===== src/rtl/mdio_slave_pkg.sv =====
package mdio_slave_pkg;
  typedef enum logic [3:0] {
    ST_IDLE,
    ST_PRE,
    ST_SOF,
    ST_OPC,
    ST_HDR,
    ST_TA1,
    ST_TA2,
    ST_RDAT,
    ST_WDAT
  } mdio_state_e;
endpackage


===== src/rtl/mdio_frame_ctl.sv =====
module mdio_frame_ctl
  import mdio_slave_pkg::*;
#(
  parameter int unsigned ADDR_W   = 5,
  parameter int unsigned DATA_W   = 16,
  parameter int unsigned OWN_ADDR = 1
) (
  input  logic              clk,
  input  logic              rst_n,
  input  logic              mdio_in,
  input  logic              reg_valid,
  output mdio_state_e       state_o,
  output logic              is_rd,
  output logic              hit,
  output logic [ADDR_W-1:0] reg_addr,
  output logic              ld,
  output logic              sh_in,
  output logic              sh_out,
  output logic              wr_pulse
);
  localparam int unsigned HDR_W   = 2 * ADDR_W;
  localparam int unsigned CNT_MAX = (DATA_W > HDR_W) ? DATA_W : HDR_W;
  localparam int unsigned CNT_W   = $clog2(CNT_MAX);

  mdio_state_e       state;
  logic [CNT_W-1:0]  cnt;
  logic              op_hi;
  logic [HDR_W-1:0]  hdr;
  logic [ADDR_W-1:0] phy;

  assign phy      = hdr[HDR_W-1:ADDR_W];
  assign reg_addr = hdr[ADDR_W-1:0];
  assign hit      = (phy == ADDR_W'(OWN_ADDR)) || (phy == '0);
  assign state_o  = state;
  assign ld       = (state == ST_TA1) && is_rd;
  assign sh_in    = (state == ST_WDAT);
  assign sh_out   = (state == ST_RDAT);

  always_ff @(posedge clk or negedge rst_n) begin
    if (!rst_n) begin
      state    <= ST_IDLE;
      cnt      <= '0;
      op_hi    <= 1'b0;
      is_rd    <= 1'b0;
      hdr      <= '0;
      wr_pulse <= 1'b0;
    end else begin
      wr_pulse <= 1'b0;
      case (state)
        ST_IDLE: if (mdio_in) state <= ST_PRE;
        ST_PRE:  if (!mdio_in) state <= ST_SOF;
        ST_SOF: begin
          cnt   <= '0;
          state <= mdio_in ? ST_OPC : ST_IDLE;
        end
        ST_OPC: begin
          if (cnt == '0) begin
            op_hi <= mdio_in;
            cnt   <= CNT_W'(1);
          end else begin
            cnt <= '0;
            if (op_hi != mdio_in) begin
              is_rd <= op_hi;
              state <= ST_HDR;
            end else begin
              state <= ST_IDLE;
            end
          end
        end
        ST_HDR: begin
          hdr <= {hdr[HDR_W-2:0], mdio_in};
          if (cnt == CNT_W'(HDR_W - 1)) begin
            cnt   <= '0;
            state <= ST_TA1;
          end else begin
            cnt <= cnt + 1'b1;
          end
        end
        ST_TA1: state <= ST_TA2;
        ST_TA2: begin
          cnt   <= '0;
          state <= is_rd ? ST_RDAT : ST_WDAT;
        end
        ST_RDAT: begin
          if (cnt == CNT_W'(DATA_W - 1)) state <= ST_IDLE;
          else cnt <= cnt + 1'b1;
        end
        ST_WDAT: begin
          if (cnt == CNT_W'(DATA_W - 1)) begin
            state    <= ST_IDLE;
            wr_pulse <= hit && reg_valid;
          end else begin
            cnt <= cnt + 1'b1;
          end
        end
        default: state <= ST_IDLE;
      endcase
    end
  end

  // strobe lasts one cycle and needs a valid register at the deciding edge
  a_r8_wr_single: assert property (@(posedge clk) disable iff (!rst_n)
    wr_pulse |=> !wr_pulse);
  a_r8_wr_valid: assert property (@(posedge clk) disable iff (!rst_n)
    wr_pulse |-> $past(reg_valid));
  // read request lasts one cycle
  a_r9_rd_single: assert property (@(posedge clk) disable iff (!rst_n)
    ld |=> !ld);
  // header decoding only after a start pattern and a legal opcode
  a_r4_hdr_entry: assert property (@(posedge clk) disable iff (!rst_n)
    (state == ST_HDR && $past(state) != ST_HDR) |-> $past(state) == ST_OPC);
endmodule


===== src/rtl/mdio_data_shift.sv =====
module mdio_data_shift #(
  parameter int unsigned DATA_W = 16
) (
  input  logic              clk,
  input  logic              rst_n,
  input  logic              ld,
  input  logic [DATA_W-1:0] ld_val,
  input  logic              sh_in,
  input  logic              sh_out,
  input  logic              din,
  output logic [DATA_W-1:0] q
);
  always_ff @(posedge clk or negedge rst_n) begin
    if (!rst_n)      q <= '0;
    else if (ld)     q <= ld_val;
    else if (sh_in)  q <= {q[DATA_W-2:0], din};
    else if (sh_out) q <= {q[DATA_W-2:0], 1'b1};
  end

  // control never asks for two shift actions in one cycle
  a_r6_one_action: assert property (@(posedge clk) disable iff (!rst_n)
    $onehot0({ld, sh_in, sh_out}));
endmodule


===== src/rtl/mdio_slave.sv =====
module mdio_slave
  import mdio_slave_pkg::*;
#(
  parameter int unsigned ADDR_W   = 5,
  parameter int unsigned DATA_W   = 16,
  parameter int unsigned OWN_ADDR = 1
) (
  input  logic              mdc,
  input  logic              rst_n,
  input  logic              mdio_i,
  output logic              mdio_o,
  output logic              mdio_oe,
  output logic [ADDR_W-1:0] reg_addr,
  output logic [DATA_W-1:0] reg_wdata,
  output logic              reg_wr,
  output logic              reg_rd,
  input  logic [DATA_W-1:0] reg_rdata,
  input  logic              reg_valid
);
  mdio_state_e       state;
  logic              is_rd, hit, ld, sh_in, sh_out;
  logic [DATA_W-1:0] shreg, ld_val;

  mdio_frame_ctl #(
    .ADDR_W(ADDR_W), .DATA_W(DATA_W), .OWN_ADDR(OWN_ADDR)
  ) u_ctl (
    .clk(mdc), .rst_n(rst_n), .mdio_in(mdio_i), .reg_valid(reg_valid),
    .state_o(state), .is_rd(is_rd), .hit(hit), .reg_addr(reg_addr),
    .ld(ld), .sh_in(sh_in), .sh_out(sh_out), .wr_pulse(reg_wr)
  );

  assign ld_val = (hit && reg_valid) ? reg_rdata : '1;

  mdio_data_shift #(.DATA_W(DATA_W)) u_shift (
    .clk(mdc), .rst_n(rst_n), .ld(ld), .ld_val(ld_val),
    .sh_in(sh_in), .sh_out(sh_out), .din(mdio_i), .q(shreg)
  );

  assign reg_rd    = ld;
  assign reg_wdata = shreg;
  assign mdio_oe   = is_rd && (state == ST_TA2 || state == ST_RDAT);
  assign mdio_o    = (state == ST_RDAT) ? shreg[DATA_W-1] : 1'b0;

  // second turnaround bit is a driven zero
  a_r6_ta_zero: assert property (@(posedge mdc) disable iff (!rst_n)
    $rose(mdio_oe) |-> !mdio_o);
  // a read request is followed by driving the line
  a_r9_rd_then_drive: assert property (@(posedge mdc) disable iff (!rst_n)
    reg_rd |=> mdio_oe);
  // a missing register reads back as ones from its first data bit
  a_r7_miss_ones: assert property (@(posedge mdc) disable iff (!rst_n)
    (reg_rd && !reg_valid) |=> ##1 mdio_o);
  // never write and drive at once
  a_r1_no_wr_while_drive: assert property (@(posedge mdc) disable iff (!rst_n)
    !(reg_wr && mdio_oe));
endmodule


===== config.mk =====
export PLATFORM = sky130hd
export DESIGN_NAME = mdio_slave
export DESIGN_NICKNAME = d
export VERILOG_FILES = /design/src/rtl/mdio_slave_pkg.sv /design/src/rtl/mdio_frame_ctl.sv /design/src/rtl/mdio_data_shift.sv /design/src/rtl/mdio_slave.sv
export SDC_FILE = /design/constraint.sdc
export NUM_CORES = 1
export LEC_CHECK = 0
export ABC_AREA = 1
export BUFFER_PORTS_ARGS = -buffer_cell sky130_fd_sc_hd__buf_2
export CAP_MARGIN = 40
export CORE_MARGIN = 2
export CORE_UTILIZATION = 55
export DETAILED_ROUTE_END_ITERATION = 8
export PLACE_DENSITY = 0.81
export SLEW_MARGIN = 20
export SYNTH_ARGS = -nofsm -noshare
export SYNTH_HDL_FRONTEND = slang
export SYNTH_SLANG_ARGS = --single-unit

===== constraint.sdc =====
create_clock -name mdc -period 3.53 [get_ports mdc]
set_input_delay 0.706 -clock mdc [delete_from_list [all_inputs] [get_ports mdc]]
set_output_delay 0.706 -clock mdc [all_outputs]
set_load 0.02 [all_outputs]

==> impl_metrics.py, run 1 <==
metrics = {
    "run_status": {
        "status": "finished, final reports clean",
    },
    "global_routing": {
        "grt_usage": 0.2344,
        "gr-total-overflow": 0,
        "grt_pass1_vias": 1753,
        "antenna_found_initial": 0,
        "grt_max_degree": 38,
        "grt_pass1_wl_um": 7486,
    },
    "drt": {
        "avgViaCountPerCell": 5.245,
        "vias": 1778,
        "drt-total-wl_um": 4296,
        "first_pass_iters": 4,
        "drc_errors": 0,
        "drt_first_iter_violations": 202,
        "wire_per_inst_um": 12.67,
        "ant_nets": 0,
    },
    "min_path": {
        "min_path_type": "input port to async pin",
    },
    "logic_synthesis": {
        "synth.cell_area_sq_um": 1971,
        "yosysWarningCount": 0,
        "syn_nets": 274,
        "ys_ff_latch": 37,
        "synthCells": 251,
        "avgSynthCellArea_sq_um": 7.851,
        "synth_cell_types": 24,
        "yosysSeqAreaShare": 0.4698,
    },
    "setup_path": {
        "critPathMaxStageDelay_ns": 0.52,
        "worstPathRequired_ns": 2.82,
        "crit_chain": "inv_2 -> nand2_4 -> nor3_4 -> buf_2",
        "arrival_ns": 1.82,
        "critPathMaxFanout": 17,
        "startpoint_type": "register",
        "path_class": "register to output port",
        "crit_path_end_kind": "output port",
        "critPathSlowestCell": "nor3_4",
    },
    "sta": {
        "slew-limit-headroom": 0.5484,
        "tightest_slew_ns": 0.6754,
        "setup_viol": 0,
        "setup_slack_ns": 1.004,
        "finalHoldViolCount": 0,
        "finalMaxSlewViolations": 0,
        "period_needed_ns": 2.526,
        "setup_tns_ns": 0,
        "fmax_mhz": 395.8,
        "fin_skew_ns": 0.007590,
        "final.period_utilization": 0.7157,
        "rsz0062_at_grt": "no",
    },
    "power_and_ir_drop": {
        "p_sw_frac": 0.4405,
        "p_sw_w": 0.0008102,
        "power.density_nw_per_um2": 805.9,
        "leakagePower_nw": 1.186,
        "seqPwrFrac": 0.387,
        "ir_drop_v": 0.0004534,
        "comb_power_share": 0.446,
        "p_int_w": 0.001029,
        "power.share.clock": 0.167,
    },
    "die": {
        "io-pin-count": 45,
        "start_util": 0.5814,
        "die_h_um": 63.86,
        "dieWidth_um": 63.86,
        "core-area_sq_um": 3390,
        "die_area_sq_um": 4078,
        "rows": 21,
    },
    "clock_tree": {
        "cts_tree": "done",
        "clock_path_buffers": 2,
        "clock_latency_ns": 0.34,
        "cts_hold_buf": 0,
        "htree_levels": 2,
        "cts_sinks": 37,
        "cts_buffers": 5,
        "clockRootBuffer": "clkbuf_4",
        "cts_resized": 0,
        "clkTransAtPathRegs_ns": 0.11,
        "cts_post_setup_buffers_inserted": 0,
    },
    "final_layout": {
        "drive_gt1_frac": 0.2218,
        "antennaDiodeCount": 0,
        "synthToLayoutAreaGrowth_pct": 15.81,
        "fin_area_sq_um": 2282,
        "nets": 315,
    },
    "flow_run": {
        "drv_cap": 0,
    },
    "place": {
        "dp_hpwl_um": 3087,
        "routabilityCongestion": 0.9176,
        "post-place-ws_ns": 1.410,
        "placed_cell_area_sq_um": 2170,
        "io_buffers": 44,
    },
}
==> path summary, 6_finish.rpt <==
path	from	to	slack [ns]	depth (start not counted)
setup / recovery	u_ctl.state_o[3]$_DFFE_PN0P_	reg_rd	1.00	4
hold / removal	rst_n	u_ctl.hdr[5]$_DFFE_PN0N_	0.29	1
setup reg to reg	u_ctl.state_o[0]$_DFFE_PN0P_	u_ctl.cnt[0]$_DFFE_PN0P_	1.61	8
hold reg to reg	u_ctl.hdr[5]$_DFFE_PN0N_	u_ctl.hdr[6]$_DFFE_PN0N_	0.50	2
max in group asynchronous	rst_n	u_ctl.wr_pulse$_DFF_PN0_	2.79	2
min in group mdc	u_ctl.hdr[5]$_DFFE_PN0N_	u_ctl.hdr[6]$_DFFE_PN0N_	0.50	2
==> synthesized netlist by cell type <==
| cell | instances | area (sq um) |
|---|---|---|
| nand3_1 | 17 | 85.08 |
| inv_2 | 3 | 11.26 |
| o211ai_1 | 15 | 112.6 |
| nand3b_1 | 1 | 7.510 |
| o21ai_1 | 9 | 45.04 |
| o21ai_0 | 17 | 85.08 |
| nand2_4 | 2 | 22.52 |
| a21oi_1 | 1 | 5.000 |
| nor3_4 | 1 | 16.27 |
| buf_6 | 2 | 22.52 |
| nor3_1 | 2 | 10.01 |
| nor2_1 | 18 | 67.56 |
| nand4_1 | 2 | 12.51 |
| nand2_1 | 81 | 304.0 |
| dfrtp_1 | 37 | 925.9 |
| buf_4 | 5 | 37.54 |
| clkbuf_1 | 1 | 3.750 |
| nand2_2 | 4 | 25.02 |
| ha_1 | 3 | 37.54 |
| nor2_4 | 1 | 11.26 |
| xor2_1 | 1 | 8.760 |
| nor2_2 | 2 | 12.51 |
| buf_2 | 3 | 15.01 |
| inv_1 | 23 | 86.33 |
==> worst max-delay path: cells and delay by family, from the launching register on <==
| family | cells | cell delay, ns |
|---|---|---|
| buf+inv | 2 | 0.42 |
| flops | 1 | 0.46 |
| simple gates | 2 | 0.61 |
==> cell type report <==
cell class | instances | area [sq um]
Sequential cell | 37 | 925.9
Clock buffer | 7 | 55.05
Multi-Input combinational cell | 177 | 868.3
Fill cell | 287 | 1107
Tap cell | 46 | 57.56
Clock inverter | 1 | 30.03
Inverter | 26 | 97.59
Timing Repair Buffer | 45 | 247.7
==> logic make-up after synthesis <==
family	after synthesis	share of synthesized area
AND/OR/NAND/NOR	131	0.2914
AO/OA/AOI/OAI	42	0.1257
buffers and inverters	37	0.08952
flip-flops	37	0.4698
adder cells (fa/ha/maj)	3	0.01905
XOR/XNOR	1	0.004445
==> state kept, by name (all words and copies together), names as in the netlist <==
register,cells
u_shift.q,16
u_ctl.hdr,10
u_ctl.wr_pulse,1
u_ctl.state_o,4
u_ctl.cnt,4
u_ctl.op_hi,1
u_ctl.is_rd,1
==> cells in the final DEF, fill, tap and decap left out, drive strengths merged <==
| cell | count |
|---|---|
| ha | 3 |
| xor2 | 1 |
| nor3 | 3 |
| nand2 | 87 |
| nor2 | 21 |
| a21oi | 1 |
| o21ai | 26 |
| inv | 26 |
| clkbuf | 7 |
| bufinv | 1 |
| nand3 | 17 |
| dfrtp | 37 |
| buf | 45 |
| nand4 | 2 |
| o211ai | 15 |
| nand3b | 1 |
==> power groups by stage <==
stage                     Clock (W)  Sequential [W]  Combinational (W)
after CTS                  0.000312        0.000712           0.000819
after global placement            0        0.000712           0.000805
after global routing       0.000330        0.000737           0.000926
final                      0.000307        0.000712           0.000821
after detailed placement          0        0.000720           0.000815
after floorplan                   0        0.000810           0.000517
==> per-layer routing <==
metal	share of wire	GRT usage	up-vias
met5	0	0	-
met3	0.056	0.06162	9
met2	0.47	0.3802	63
li1	-	-	892
met4	0.017	0.1033	0
met1	0.46	0.2934	814
==> metrics by stage <==
step	hold WS, ns	power [W]	utilization	std cells
after floorplan	0.4104	0.001327	-	251
after global placement	0.4669	0.001517	0.6401	330
after detailed placement	0.4751	0.001535	0.6401	330
after CTS	0.4743	0.001843	0.6652	338
after global routing	0.2896	0.001993	0.6733	339
final	0.2932	0.001839	0.6733	339
(Power assumes the default switching activity.)
==> inputs of run 2 (changes only) <==
- CORE_UTILIZATION: 55 -> 53
- PLACE_DENSITY: 0.81 -> 0.79
- clock period: 3.53 -> 2.6 ns (I/O delays scaled with it)
==> impl_metrics.py, run 2 (synthesis gave the netlist of run 1 again) <==
metrics = {
    "clock_tree": {
        "clockRootBuffer": "clkbuf_8",
        "clock_path_buffers": 2,
        "cts_sinks": 37,
        "htree_levels": 2,
        "cts_hold_buf": 0,
        "clock_latency_ns": 0.29,
        "cts_buffers": 5,
        "cts_resized": 0,
        "cts_post_setup_buffers_inserted": 0,
        "cts_tree": "done",
        "clkTransAtPathRegs_ns": 0.07,
    },
    "drt": {
        "avgViaCountPerCell": 5.204,
        "drt_first_iter_violations": 178,
        "wire_per_inst_um": 12.86,
        "drc_errors": 0,
        "drt-total-wl_um": 4411,
        "vias": 1785,
        "first_pass_iters": 4,
        "ant_nets": 0,
    },
    "global_routing": {
        "grt.busiest_layer": "met2",
        "globalRouteMet3Util": 0.05382,
        "grt_usage": 0.2258,
        "grt_use_met2": 0.3724,
        "gr-total-overflow": 0,
        "grt_pass1_wl_um": 7258,
        "met1_usage": 0.2930,
        "grt_pass1_vias": 1668,
        "antenna_found_initial": 0,
        "grt_max_degree": 38,
    },
    "setup_path": {
        "r2r-end": "u_ctl.cnt[0]$_DFFE_PN0P_",
        "crit_path_end_kind": "output port",
        "worstPathRequired_ns": 2.08,
        "worst-r2r-cell-count": 8,
        "arrival_ns": 1.59,
        "critPathMaxStageDelay_ns": 0.46,
        "path_class": "register to output port",
        "critPathSlowestCell": "dfrtp_1",
        "r2r-start": "u_ctl.state_o[0]$_DFFE_PN0P_",
        "crit_chain": "inv_1 -> nand2_1 -> nor3_4 -> buf_2",
        "startpoint_type": "register",
        "reg2reg_slack_ns": 0.83,
        "cp-startpoint": "u_ctl.state_o[1]$_DFFE_PN0P_",
        "critPathMaxFanout": 10,
    },
    "place": {
        "post-place-ws_ns": 0.7399,
        "placed_cell_area_sq_um": 2187,
        "routabilityCongestion": 0.8961,
        "dp_hpwl_um": 3260,
        "dp_cells": 334,
        "io_buffers": 44,
    },
    "die": {
        "start_util": 0.5465,
        "die_area_sq_um": 4222,
        "io-pin-count": 45,
        "dieWidth_um": 64.98,
        "core-area_sq_um": 3606,
        "rows": 22,
        "die_h_um": 64.98,
    },
    "final_layout": {
        "drive_gt1_frac": 0.2271,
        "synthToLayoutAreaGrowth_pct": 16.57,
        "layoutNonFillerInstCount": 343,
        "antennaDiodeCount": 0,
        "fin_area_sq_um": 2297,
        "fillers": 315,
        "largest_register_ffs": 16,
        "largest_register": "u_shift.q",
        "final_common_cell": "nand2_1",
        "utilization": 0.6371,
        "final_cell_mix": "nand2_1 (81), buf_2 (44), dfrtp_1 (37), inv_1 (23), nor2_1 (18)",
        "seq_area_sq_um": 925.9,
        "nets": 317,
        "multi_input_area_sq_um": 868.3,
        "reg.largest.list": "u_shift.q x16, u_ctl.hdr x10",
    },
    "power_and_ir_drop": {
        "leakagePower_nw": 1.196,
        "ir_drop_v": 0.0004614,
        "power.density_nw_per_um2": 1079,
    },
    "sta": {
        "fmax_mhz": 472.8,
        "setup_viol": 0,
        "tightest_slew_ns": 0.6651,
        "period_needed_ns": 2.115,
        "rsz0062_at_grt": "no",
        "final.period_utilization": 0.8134,
        "slew-limit-headroom": 0.5553,
        "finalHoldViolCount": 0,
        "setup_slack_ns": 0.4852,
        "setup_tns_ns": 0,
        "fin_skew_ns": 0.006325,
        "finalMaxSlewViolations": 0,
    },
    "min_path": {
        "min_path_type": "input port to async pin",
    },
    "flow_run": {
        "drv_cap": 0,
    },
    "run_status": {
        "status": "finished, final reports clean",
    },
}
-- run 2: routing by layer --
metal | share of wire | routed length, um | vias up
li1 | - | - | 892
met1 | 0.44 | 1960 | 830
met2 | 0.48 | 2124 | 56
met3 | 0.058 | 254 | 7
met4 | 0.016 | 72 | 0
met5 | 0 | 0 | -
-- run 2: worst max-delay path, delay by kind of cell, from the launching register on --
| family | cells | cell delay [ns] |
|---|---|---|
| buffers and inverters | 2 | 0.39 |
| flip-flops | 1 | 0.46 |
| AND/OR/NAND/NOR | 2 | 0.45 |
-- run 2: how the worst max path moves through the flow --
stage	slack, ns	cells past startpoint	end
final	0.49	4	reg_rd
after global routing	0.37	4	reg_rd
after CTS	0.49	4	reg_rd
after detailed placement	0.74	4	u_shift.q[14]$_DFFE_PN0P_
after global placement	0.78	4	u_shift.q[14]$_DFFE_PN0P_
after floorplan	1.02	5	reg_rd
-- run 2: power by group --
group / leakage (nW) / internal, W / switching [W] / total, W
Combinational: 0.681 / 0.000383 / 0.000741 / 0.00112
Clock: 0.0450 / 0.000186 / 0.000199 / 0.000384
Sequential: 0.470 / 0.000791 / 0.000180 / 0.000971
Total: 1.20 / 0.00136 / 0.00112 / 0.00248
-- run 2: stage by stage --
step                      hold slack (ns)  power (W)
after CTS                          0.3411   0.002480
after floorplan                    0.2244   0.001802
after global routing               0.1348   0.002691
final                              0.1257   0.002479
after global placement             0.4653   0.002069
after detailed placement           0.4800   0.002096
-- run 2: layout make-up --
| class | instances | share of cell area |
|---|---|---|
| Timing Repair Buffer | 47 | 0.1144 |
| Multi-Input combinational cell | 177 | 0.3780 |
| Inverter | 26 | 0.04248 |
| Tap cell | 48 | 0.02614 |
| Clock buffer | 6 | 0.03159 |
| Sequential cell | 37 | 0.4031 |
| Clock inverter | 2 | 0.004357 |
